[src/rtl/vpo_pkg.sv]
package vpo_pkg;

  // Saturate an unsigned value into the closed range [lo, hi]
  function automatic int unsigned sat_range(int unsigned v, int unsigned lo, int unsigned hi);
    if (v < lo) return lo;
    if (v > hi) return hi;
    return v;
  endfunction

endpackage

[src/rtl/vpo_dither.sv]
module vpo_dither #(
  parameter int INT_W   = 8,
  parameter int FRAC_W  = 8,
  parameter int MIN_CNT = 4,
  parameter int MAX_CNT = 200,
  parameter int LEN_W   = 8
) (
  input  logic                    clk,
  input  logic                    rst,
  input  logic                    take,
  input  logic [INT_W+FRAC_W-1:0] cmd,
  output logic [LEN_W-1:0]        next_len
);
  import vpo_pkg::*;

  logic [INT_W-1:0]  cmd_int;
  logic [FRAC_W-1:0] cmd_frac;
  logic [FRAC_W-1:0] resid_q;
  logic [FRAC_W:0]   acc;
  logic [INT_W:0]    raw;

  assign cmd_int  = cmd[INT_W+FRAC_W-1:FRAC_W];
  assign cmd_frac = cmd[FRAC_W-1:0];
  assign acc      = {1'b0, resid_q} + {1'b0, cmd_frac};
  assign raw      = {1'b0, cmd_int} + {{INT_W{1'b0}}, acc[FRAC_W]};

  always_comb begin
    next_len = LEN_W'(sat_range(int'(raw), MIN_CNT, MAX_CNT));
  end

  // Residual keeps the fractional remainder; it advances even when clamped
  always_ff @(posedge clk) begin
    if (rst) begin
      resid_q <= '0;
    end else if (take) begin
      resid_q <= acc[FRAC_W-1:0];
    end
  end

  // the chosen length always lies inside the configured limits
  always_comb begin
    if (!rst && take) begin
      p_len_sat_r5: assert (next_len >= LEN_W'(MIN_CNT) && next_len <= LEN_W'(MAX_CNT))
        else $error("next_len out of range");
    end
  end

  // residual is clear on the first edge after reset
  p_resid_clear_r7: assert property (@(posedge clk) disable iff (rst)
    $past(rst) |-> (resid_q == '0));

  // residual only moves at a period boundary
  p_resid_hold_r4: assert property (@(posedge clk) disable iff (rst)
    !take |=> $stable(resid_q));

  // a zero fraction leaves the residual untouched
  p_zero_frac_r2: assert property (@(posedge clk) disable iff (rst)
    (take && cmd_frac == '0) |=> $stable(resid_q));

endmodule

[src/rtl/vpo_timer.sv]
module vpo_timer #(
  parameter int MIN_CNT = 4,
  parameter int MAX_CNT = 200,
  parameter int LEN_W   = 8
) (
  input  logic             clk,
  input  logic             rst,
  input  logic [LEN_W-1:0] next_len,
  output logic             take,
  output logic             osc_out,
  output logic             cyc_stb
);

  logic             primed;
  logic [LEN_W-1:0] len_q;
  logic [LEN_W-1:0] phase_q;
  logic [LEN_W-1:0] phase_nx;
  logic             osc_q;
  logic             stb_q;

  assign phase_nx = phase_q + 1'b1;
  assign take     = !primed || (phase_q == len_q - 1'b1);

  always_ff @(posedge clk) begin
    if (rst) begin
      primed  <= 1'b0;
      len_q   <= LEN_W'(MIN_CNT);
      phase_q <= '0;
      osc_q   <= 1'b0;
      stb_q   <= 1'b0;
    end else if (take) begin
      primed  <= 1'b1;
      len_q   <= next_len;
      phase_q <= '0;
      stb_q   <= 1'b1;
      osc_q   <= (next_len >> 1) != '0;
    end else begin
      phase_q <= phase_nx;
      stb_q   <= 1'b0;
      osc_q   <= phase_nx < (len_q >> 1);
    end
  end

  assign osc_out = osc_q;
  assign cyc_stb = stb_q;

  // the active length stays within limits
  p_len_bounds_r5: assert property (@(posedge clk) disable iff (rst)
    primed |-> (len_q >= LEN_W'(MIN_CNT) && len_q <= LEN_W'(MAX_CNT)));

  // the phase never runs past the period length
  p_phase_in_len_r1: assert property (@(posedge clk) disable iff (rst)
    primed |-> (phase_q < len_q));

  // a running period keeps its length
  p_len_hold_r4: assert property (@(posedge clk) disable iff (rst)
    (primed && !take) |=> $stable(len_q));

  // the strobe lasts one cycle and falls in the high half
  p_stb_single_r6: assert property (@(posedge clk) disable iff (rst)
    cyc_stb |=> !cyc_stb);
  p_stb_high_r6: assert property (@(posedge clk) disable iff (rst)
    cyc_stb |-> osc_out);

  // the first period starts right after reset release
  p_first_start_r7: assert property (@(posedge clk) disable iff (rst)
    ($past(rst, 2) && !$past(rst)) |-> cyc_stb);

endmodule

[src/rtl/vpo_dith_osc.sv]
module vpo_dith_osc #(
  parameter int INT_W   = 8,
  parameter int FRAC_W  = 8,
  parameter int MIN_CNT = 4,
  parameter int MAX_CNT = 200
) (
  input  logic                    clk,
  input  logic                    rst,
  input  logic [INT_W+FRAC_W-1:0] period_cmd,
  output logic                    osc_out,
  output logic                    cyc_stb
);
  localparam int LEN_W = $clog2(MAX_CNT + 1);

  logic             take;
  logic [LEN_W-1:0] next_len;

  vpo_dither #(
    .INT_W(INT_W), .FRAC_W(FRAC_W),
    .MIN_CNT(MIN_CNT), .MAX_CNT(MAX_CNT), .LEN_W(LEN_W)
  ) u_dither (
    .clk(clk), .rst(rst), .take(take), .cmd(period_cmd), .next_len(next_len)
  );

  vpo_timer #(
    .MIN_CNT(MIN_CNT), .MAX_CNT(MAX_CNT), .LEN_W(LEN_W)
  ) u_timer (
    .clk(clk), .rst(rst), .next_len(next_len),
    .take(take), .osc_out(osc_out), .cyc_stb(cyc_stb)
  );

endmodule

[config.mk]
export PLATFORM = sky130hd
export DESIGN_NAME = vpo_dith_osc
export DESIGN_NICKNAME = d
export VERILOG_FILES = /design/src/rtl/vpo_pkg.sv /design/src/rtl/vpo_dither.sv /design/src/rtl/vpo_timer.sv /design/src/rtl/vpo_dith_osc.sv
export SDC_FILE = /design/constraint.sdc
export NUM_CORES = 1
export LEC_CHECK = 0
export BUFFER_PORTS_ARGS = -buffer_cell sky130_fd_sc_hd__buf_2
export CORE_AREA = 4 4 62 64
export DETAILED_ROUTE_END_ITERATION = 10
export DIE_AREA = 0 0 66 68
export PLACE_DENSITY = 0.81
export SLEW_MARGIN = 20
export SYNTH_ARGS = -nofsm -noshare
export SYNTH_HDL_FRONTEND = slang
export SYNTH_SLANG_ARGS = --single-unit
[constraint.sdc]
create_clock -name clk -period 4.23 [get_ports clk]
set_input_delay 0.2115 -clock clk [delete_from_list [all_inputs] [get_ports clk]]
set_output_delay 0.2115 -clock clk [all_outputs]
set_load 0.02 [all_outputs]
# After elaboration in Yosys (flattened, before gate mapping)
# Cells that the tools add are included.
word_totals:
  reg_bits: 27
  in_bits: 18
  out_inout_bits: 2
op_classes:
  add_sub_neg: 4
  n_lt_le_gt_ge: 3
  eq_ne: 1
  muxes: 9
  reduce_logical: 4
ops:
  columns: ["op", "n"]
  rows:
  - ["$mux 8", 3]
  - ["$add 8x1->9", 1]
  - ["$add 8x8->9", 1]
  - ["$gt 9x8->1 const B", 1]
  - ["$lt 9x3->1 const B", 1]
  - ["$add 8x1->8 const B", 1]
  - ["$eq 8x8->1", 1]
  - ["$lt 8x7->1", 1]
  - ["$reduce_bool 8->1", 1]
  - ["$sub 8x1->8 const B", 1]
  - ["$mux 1", 5]
  - ["$mux 3", 1]
  - ["$reduce_or 2->1", 1]
  - ["$logic_not 1->1", 1]
  - ["$logic_or 1x1->1", 1]

# Logic depth before layout (Yosys ltp)
# Gate-level depths: netlist of run 1.
depth:
  depth_word: 9
  depth_mapped: 17
  mapped_depth_nobuf: 16

# Hierarchy
# From an unflattened synthesis of run 1, not the netlist that was laid out.
hier_totals:
  cells_unflattened: 239
  area_unflattened_um2: 2062.0
modules_own_cells:
  columns: ["mod", "n_inst", "cells_per_inst", "area_per_inst_um2", "seq_area_each_um2"]
  rows:
  - ["vpo_timer", 1, 111, 1056.0, 380.4]
  - ["vpo_dither", 1, 128, 1006.0, 160.2]

# Worst setup path after synthesis of run 1
# No wires, ideal clock.
synth_timing:
  path_kind: "register -> register"
  from: "register u_dither.resid_q[0]"
  to: "register u_timer.len_q[4]"
  setup_ns: 0.117
  arrival_ns: 3.528
  required_ns: 4.113
  path_slack_ns: 0.585
  stages_incl_launch_ff: 18
  path_buffers: 1
  synth_period_minus_slack_ns: 3.645
  cell_sequence: "dfxtp_1 -> ha_1 -> fa_1 -> a21o_1 -> a21oi_1 -> nor2b_1 -> o31a_1 -> o21ai_0 -> nand2b_1 -> ha_1 -> ha_1 -> clkbuf_1 -> nor2_1 -> nand2_1 -> o311a_1 -> or4_1 -> and4bb_2 -> a22o_1"
synth_between:
  elab_chain_len: 7
  elab_cells_between_ends: 9
  cone_classes: "add/sub (2); order compare (2); mux (5)"
synth_lines:
  columns: ["element", "line", "source"]
  rows:
  - ["from (decl)", "vpo_dither.sv:18", "logic [FRAC_W-1:0] resid_q;"]
  - ["from (signal assigned)", "vpo_dither.sv:36", "resid_q <= acc[FRAC_W-1:0];"]
  - ["$add 8x8->9 *", "vpo_dither.sv:24", "assign acc = {1'b0, resid_q} + {1'b0, cmd_frac};"]
  - ["$add 8x1->9 *", "vpo_dither.sv:25", "assign raw = {1'b0, cmd_int} + {{INT_W{1'b0}}, acc[FRAC_W]};"]
  - ["$gt 9x8->1", "vpo_pkg.sv:6", "if (v > hi) return hi;"]
  - ["$mux 1 (2 in series)", "vpo_pkg.sv:6", null]
  - ["$mux 8", "vpo_pkg.sv:7", "return v;"]
  - ["$mux 8 *", "vpo_pkg.sv:6", null]
  - ["to (signal assigned)", "vpo_timer.sv:27", "len_q <= LEN_W'(MIN_CNT);"]
  - ["to (signal assigned)", "vpo_timer.sv:33", "len_q <= next_len;"]
  - ["to (decl)", "vpo_timer.sv:15", "logic [LEN_W-1:0] len_q;"]
# Every way passes the cells marked *; elsewhere a longest branch is shown, timed or not. The select of a mux whose other input is x is not followed.
# A chain may end at the register's enable or synchronous reset.

# Worst setup path in the final report of run 1
# Ends and elaborated chain as after synthesis.

==> results.md, run 1 <==
- Post-synthesis cell count: 212
- Post-synth EDFFs: 0
- Via count: 1596
- Actual slew at the worst max-slew pin: 0.641 ns
- DRT Wirelength: 3740 um
- Peak supply drop: 0.191 mV
- Hold buffers post-CTS: 0
- Routed vias/inst: 5.87
- Clk_skew: 0.00368 ns
- Crit path kind: reg -> reg
- CP max stage delay: 0.47 ns
- Crit path cell chain: ha_1 > fa_1 > a21o_1 > a21oi_1 > nor2b_1 > o31a_1 > o21ai_0 > nand2b_1 > ha_1 > ha_1 > nor2_1 > nand2_1 > o311a_1 > or4_1 > and4bb_2 > a22o_1
- WP data required: 4.46 ns
- Clock sinks: 27
- N_diodes: 0
- Final min period: 3.87 ns
- Initial antenna violation count: 0
- Largest net degree at the start of global routing: 19
- Grt total ovfl: 0
- Drt wl/cell: 13.8 um
- Worst Setup Start Kind: flip-flop
- GPL Wtd Cong: 1.01
- Register area share after synthesis: 0.287
- Final #Nets: 264
- Inst Count DP: 268
- XOR/XNOR Fraction of Synth Area: 0.116
- Reg clk slew, reported paths: 0.14 ns
- Hold Path Class: in -> reg
- Number of global-route vias before repair: 1527
- CTS H-tree depth: 1
- Post-DP HPWL: 2870 um
- # rows: 21
- Setup bufs post-CTS: 0
- First-pass GRT wire length: 6540 um
- Layout Cells excl Fill: 272
- Number of port buffers: 19
- Num CTS Buffers: 3
- Worst rel slew slack: 0.573
- TritonRoute pass-1 iters: 4
- CTS resizes: 0
- Final setup vio count: 0
- Post-Syn Nets: 249
- Largest family of logic cells by synthesized area: compound AO/OA/AOI/OAI gates
- Clock latency on the worst-skew pair: 0.32 ns
- Simple-Gate Fraction of Synth Area: 0.184
- #FFs+latches synth: 27
- Crit path arrival time: 4.10 ns
- Fraction of layout cells with a size suffix above 1: 0.133
- CP dominant cell by count: ha_1
- Die area: 4490 um^2
- Synth area leaders: dfxtp_1, ha_1, a22o_1, xor2_1, xnor2_1
- Detailed-route DRC error count: 0
- Proportion of synthesized area in mux cells: 0.0120
- Status: finished clean
- Core area: 3280 um^2
- Max-slew violation count: 0
- Max Cap Violations: 0
- Syn Std Cell Area: 1880 um^2
- Hold Vio Cnt, Final: 0
- RSZ-0062 raised after global routing: no
- Area Overhead vs Synth: 6.84%
- Most frequent cells in the layout: dfxtp_1, buf_2, ha_1, nand2_1
- Synth unique cells: 46
- Most common cell after layout, fill and taps aside: dfxtp_1
- Overall global routing resource usage: 0.183
- CTS tree: done
- Power per cell area: 289 nW/um^2
- Initial DRC count: 76
- Dominant cell type by area after synthesis: dfxtp_1
- Clk root buf: clkbuf_4
- Mapped Avg Cell Area: 8.88 um^2
- CTS max path bufs: 2
- Yosys warns: 0
- Top cell type's share of synthesized area: 0.287
- Tcrit/Tclk final: 0.916
- Die H: 68 um
- Initial Utilization: 0.573
- Antenna Nets Post-Route: 0
- Async SR Flop Fraction: 0
- Final setup TNS: 0 ns
- Crit. End Element: flip-flop
- Ys flop type: dfxtp_1
- Post-layout util: 0.613
- Leakage power: 0.930 nW
- CP max FO: 10
- Slowest-stage cell, CP: or4_1
- Area share of fa/ha/maj cells after synthesis: 0.130
- FMAX: 258 MHz
- Die width: 66 um
- Synth Area in Compound Gates: 0.221
- Num ports: 20
==> flip-flops by register name (all words and copies together), names as in the netlist <==
signal,count
u_dither.resid_q,8
u_timer.len_q,8
u_timer.phase_q,8
u_timer.cyc_stb,1
u_timer.osc_out,1
u_timer.primed,1
==> through the flow <==
stage,setup slack [ns],power [W],hold slack (ns),instance area (um^2)
3_3_place_gp,0.424,0.000470,0.452,1980
3_5_place_dp,0.292,0.000474,0.462,1980
5_1_grt,0.0601,0.000624,0.204,2010
6_report,0.357,0.000581,0.217,2010
2_1_floorplan,0.585,0.000434,0.330,1880
4_1_cts,0.295,0.000585,0.192,2000
==> routing by layer <==
metal / track usage / wire length [um]
met5: 0 / 0
met4: 0.0558 / 21
met3: 0.0263 / 145
met2: 0.307 / 1750
met1: 0.244 / 1830
==> final timing paths <==
kind	endpoint	startpoint	slack (ns)	cells after the start
setup / recovery	u_timer.len_q[4]	u_dither.resid_q[0]	0.36	16
hold / removal	u_timer.primed	rst	0.22	2
setup reg to reg	u_timer.len_q[4]	u_dither.resid_q[0]	0.36	16
hold reg to reg	u_dither.resid_q[5]	u_dither.resid_q[5]	0.49	1
==> kinds of logic after synthesis <==
kind of cell | count (synthesis)
xor gates and xnor gates | 25
muxes | 2
DFF | 27
buffers and inverters | 18
and+or+nand+nor | 66
AOI/OAI and AO/OA | 55
adders and majority gates | 19
==> Yosys cell counts, types with 4 or more instances <==
master,count
ha_1,18
xnor2_1,12
inv_1,9
a22o_1,13
nor2_1,13
dfxtp_1,27
nor2b_1,4
nand3_1,8
a21o_1,5
o21ai_0,4
clkbuf_1,4
nand2_1,14
xor2_1,13
a21oi_1,11
and3_1,8
==> final cells by class <==
class | count | area, um^2
Multi-Input combinational cell | 167 | 1260
Clock inverter | 1 | 5.00
Inverter | 9 | 33.8
Tap cell | 46 | 57.6
Timing Repair Buffer | 19 | 95.1
Sequential cell | 27 | 541
Fill cell | 297 | 1270
Clock buffer | 3 | 22.5
==> critical path: cells and delay by family (launching register included) <==
| kind | cells | cell delay [ns] |
|---|---|---|
| AO/OA/AOI/OAI | 6 | 1.16 |
| flip-flops | 1 | 0.34 |
| AND/OR/NAND/NOR | 6 | 1.10 |
| adder cells (fa/ha/maj) | 4 | 1.18 |
==> power breakdown <==
group,internal [W],switching [W]
Combinational,0.0000853,0.0000922
Clock,0.0000354,0.0000747
Sequential,0.000275,0.0000183
Note: power is estimated with default switching activity, not from simulation.
==> run 2: changes to the inputs <==
--- a/config.mk
+++ b/config.mk
@@ -10,7 +10,6 @@
 export DETAILED_ROUTE_END_ITERATION = 10
 export DIE_AREA = 0 0 66 68
 export PLACE_DENSITY = 0.81
-export SLEW_MARGIN = 20
 export SYNTH_ARGS = -nofsm -noshare
 export SYNTH_HDL_FRONTEND = slang
 export SYNTH_SLANG_ARGS = --single-unit
==> constraint.sdc (replaced) <==
create_clock -name clk -period 4.4 [get_ports clk]
set_input_delay 0.22 -clock clk [delete_from_list [all_inputs] [get_ports clk]]
set_output_delay 0.22 -clock clk [all_outputs]
set_load 0.02 [all_outputs]
==> run 2 against run 1 <==
Against the previous run: maximum frequency shrank 1.7%; register-to-register slack gained 0.10 ns; count of clock-buffer cells in the layout grew 1; clock skew grew 0.0038 ns; first-iteration DRC count grew 22%; via count grew 0.25%; final cell count is the same; design area shrank 0.44%; sequential share of layout area grew 0.12 points; combinational power shrank 4%; largest power group unchanged; highest routed layer unchanged.
==> results.md, run 2 (synthesized netlist as in run 1, its figures left out) <==
- Status: finished clean
- Setup bufs post-CTS: 0
- Crit path cell chain: ha_1 > fa_1 > a21o_1 > a21oi_1 > nor2b_1 > o31a_1 > o21ai_0 > nand2b_1 > ha_1 > ha_1 > o31ai_1 > a21oi_1 > o311ai_1 > and4bb_2 > a22o_1
- CP dominant cell by count: ha_1
- RSZ-0062 raised after global routing: no
- Grt total ovfl: 0
- Clk_skew: 0.00750 ns
- Leakage power: 0.927 nW
- Initial antenna violation count: 0
- Crit path max-delay family: compound AO/OA/AOI/OAI gates
- Number of global-route vias before repair: 1455
- Clk root buf: clkbuf_4
- Power per cell area: 278 nW/um^2
- Worst Hold End: u_timer.primed
- Routed vias/inst: 5.88
- Clock latency on the worst-skew pair: 0.32 ns
- Die area: 4490 um^2
- DRT Wirelength: 3750 um
- Hold_sp: rst
- Hold Path Class: in -> reg
- Core area: 3280 um^2
- # rows: 21
- Crit. End Element: flip-flop
- Area Overhead vs Synth: 6.38%
- Final min period: 3.94 ns
- Hold depth: 2
- Crit path arrival time: 4.21 ns
- Peak supply drop: 0.149 mV
- Most common cell after layout, fill and taps aside: dfxtp_1
- Reg clk slew, reported paths: 0.14 ns
- Hold buffers post-CTS: 0
- Detailed-route DRC error count: 0
- Biggest regs: u_dither.resid_q (8), u_timer.len_q (8), u_timer.phase_q (8)
- Drt wl/cell: 13.8 um
- Cell Area, Placed: 1980 um^2
- Die H: 68 um
- CTS resizes: 0
- Initial Utilization: 0.573
- Post-DP HPWL: 2920 um
- Actual slew at the worst max-slew pin: 0.630 ns
- Worst rel slew slack: 0.580
- Clock sinks: 27
- Slowest-stage cell, CP: o311ai_1
- Overall global routing resource usage: 0.186
- CP max FO: 10
- Crit path kind: reg -> reg
- Final setup vio count: 0
- WP data required: 4.67 ns
- Largest net degree at the start of global routing: 19
- Worst Setup Start Kind: flip-flop
- Initial DRC count: 93
- CTS tree: done
- R2R depth: 15
- Die width: 66 um
- Final #Nets: 264
- CTS max path bufs: 2
- Via count: 1600
- Num CTS Buffers: 3
- FMAX: 254 MHz
- Max Cap Violations: 0
- Final setup TNS: 0 ns
- Hold Vio Cnt, Final: 0
- CP max stage delay: 0.47 ns
- Fraction of layout cells with a size suffix above 1: 0.124
- First-pass GRT wire length: 6600 um
- Design Area, Final: 2000 um^2
- Antenna Nets Post-Route: 0
- GPL Wtd Cong: 1.01
- Number of buffers and inverters on the critical path: 0
- Tcrit/Tclk final: 0.895
- Reg2reg end: u_timer.len_q[0]
- Max-slew violation count: 0
- Most frequent cells in the layout: dfxtp_1, buf_2, ha_1, nand2_1
- Num ports: 20
- CTS H-tree depth: 1
- Reg2Reg Setup Slack: 0.46 ns
- R2R Path Start: u_dither.resid_q[0]
- N_diodes: 0
- Number of port buffers: 19
- TritonRoute pass-1 iters: 5
## run 2: cell count changes in the layout (fill, tap and decap cells not counted)
| cell | before | now |
|---|---|---|
| clkbuf_1 | 0 | 1 |
| clkinv_2 | 1 | 0 |
| o311ai_2 | 1 | 0 |
| o311ai_1 | 0 | 1 |
## run 2: final cells by class
type                    instances  area [um^2]
clock buffers                   4         26.3
fillers                       303         1280
inverters                       9         33.8
multi-input cells             167         1250
flip-flops and latches         27          541
well taps                      46         57.6
repair buffers                 19         95.1
## run 2: worst max path at each step
stage / start / depth (start not counted) / endpoint
detailed placement: period_cmd[0] / 16 / u_timer.len_q[4]
floorplan: u_dither.resid_q[0] / 17 / u_timer.len_q[4]
global route: u_dither.resid_q[0] / 15 / u_timer.len_q[4]
finish: u_dither.resid_q[0] / 15 / u_timer.len_q[0]
CTS: u_dither.resid_q[0] / 15 / u_timer.len_q[4]
global placement: period_cmd[0] / 16 / u_timer.len_q[4]
## run 2: worst register-to-register path, delay by kind of cell (launching register included)
kind,cells,cell delay (ns)
AOI/OAI and AO/OA,8,1.87
adders and majority gates,4,1.18
and+or+nand+nor,3,0.51
DFF,1,0.34
## run 2: power by group
part           switching [W]  internal (W)
Clock              0.0000689     0.0000355
Sequential         0.0000177      0.000264
Combinational      0.0000889     0.0000821
Total               0.000176      0.000382
## run 2: routing by layer
| metal | GRT usage | vias to the layer above | share of wire |
|---|---|---|---|
| li1 | - | 807 | - |
| met1 | 0.252 | 736 | 0.46 |
| met2 | 0.314 | 51 | 0.48 |
| met3 | 0.0246 | 6 | 0.050 |
| met4 | 0.0431 | 0 | 0.0069 |
| met5 | 0 | - | 0 |
## run 2: metrics by stage
step                      total power [W]  setup WS, ns  hold slack [ns]  cells   util
after floorplan                  0.000418         0.755            0.339    212      -
after global placement           0.000452         0.580            0.452    268  0.602
after detailed placement         0.000457         0.485            0.473    268  0.602
after CTS                        0.000563         0.460            0.206    272  0.610
after global routing             0.000601        0.0933            0.215    272  0.610
final                            0.000558         0.460            0.222    272  0.610
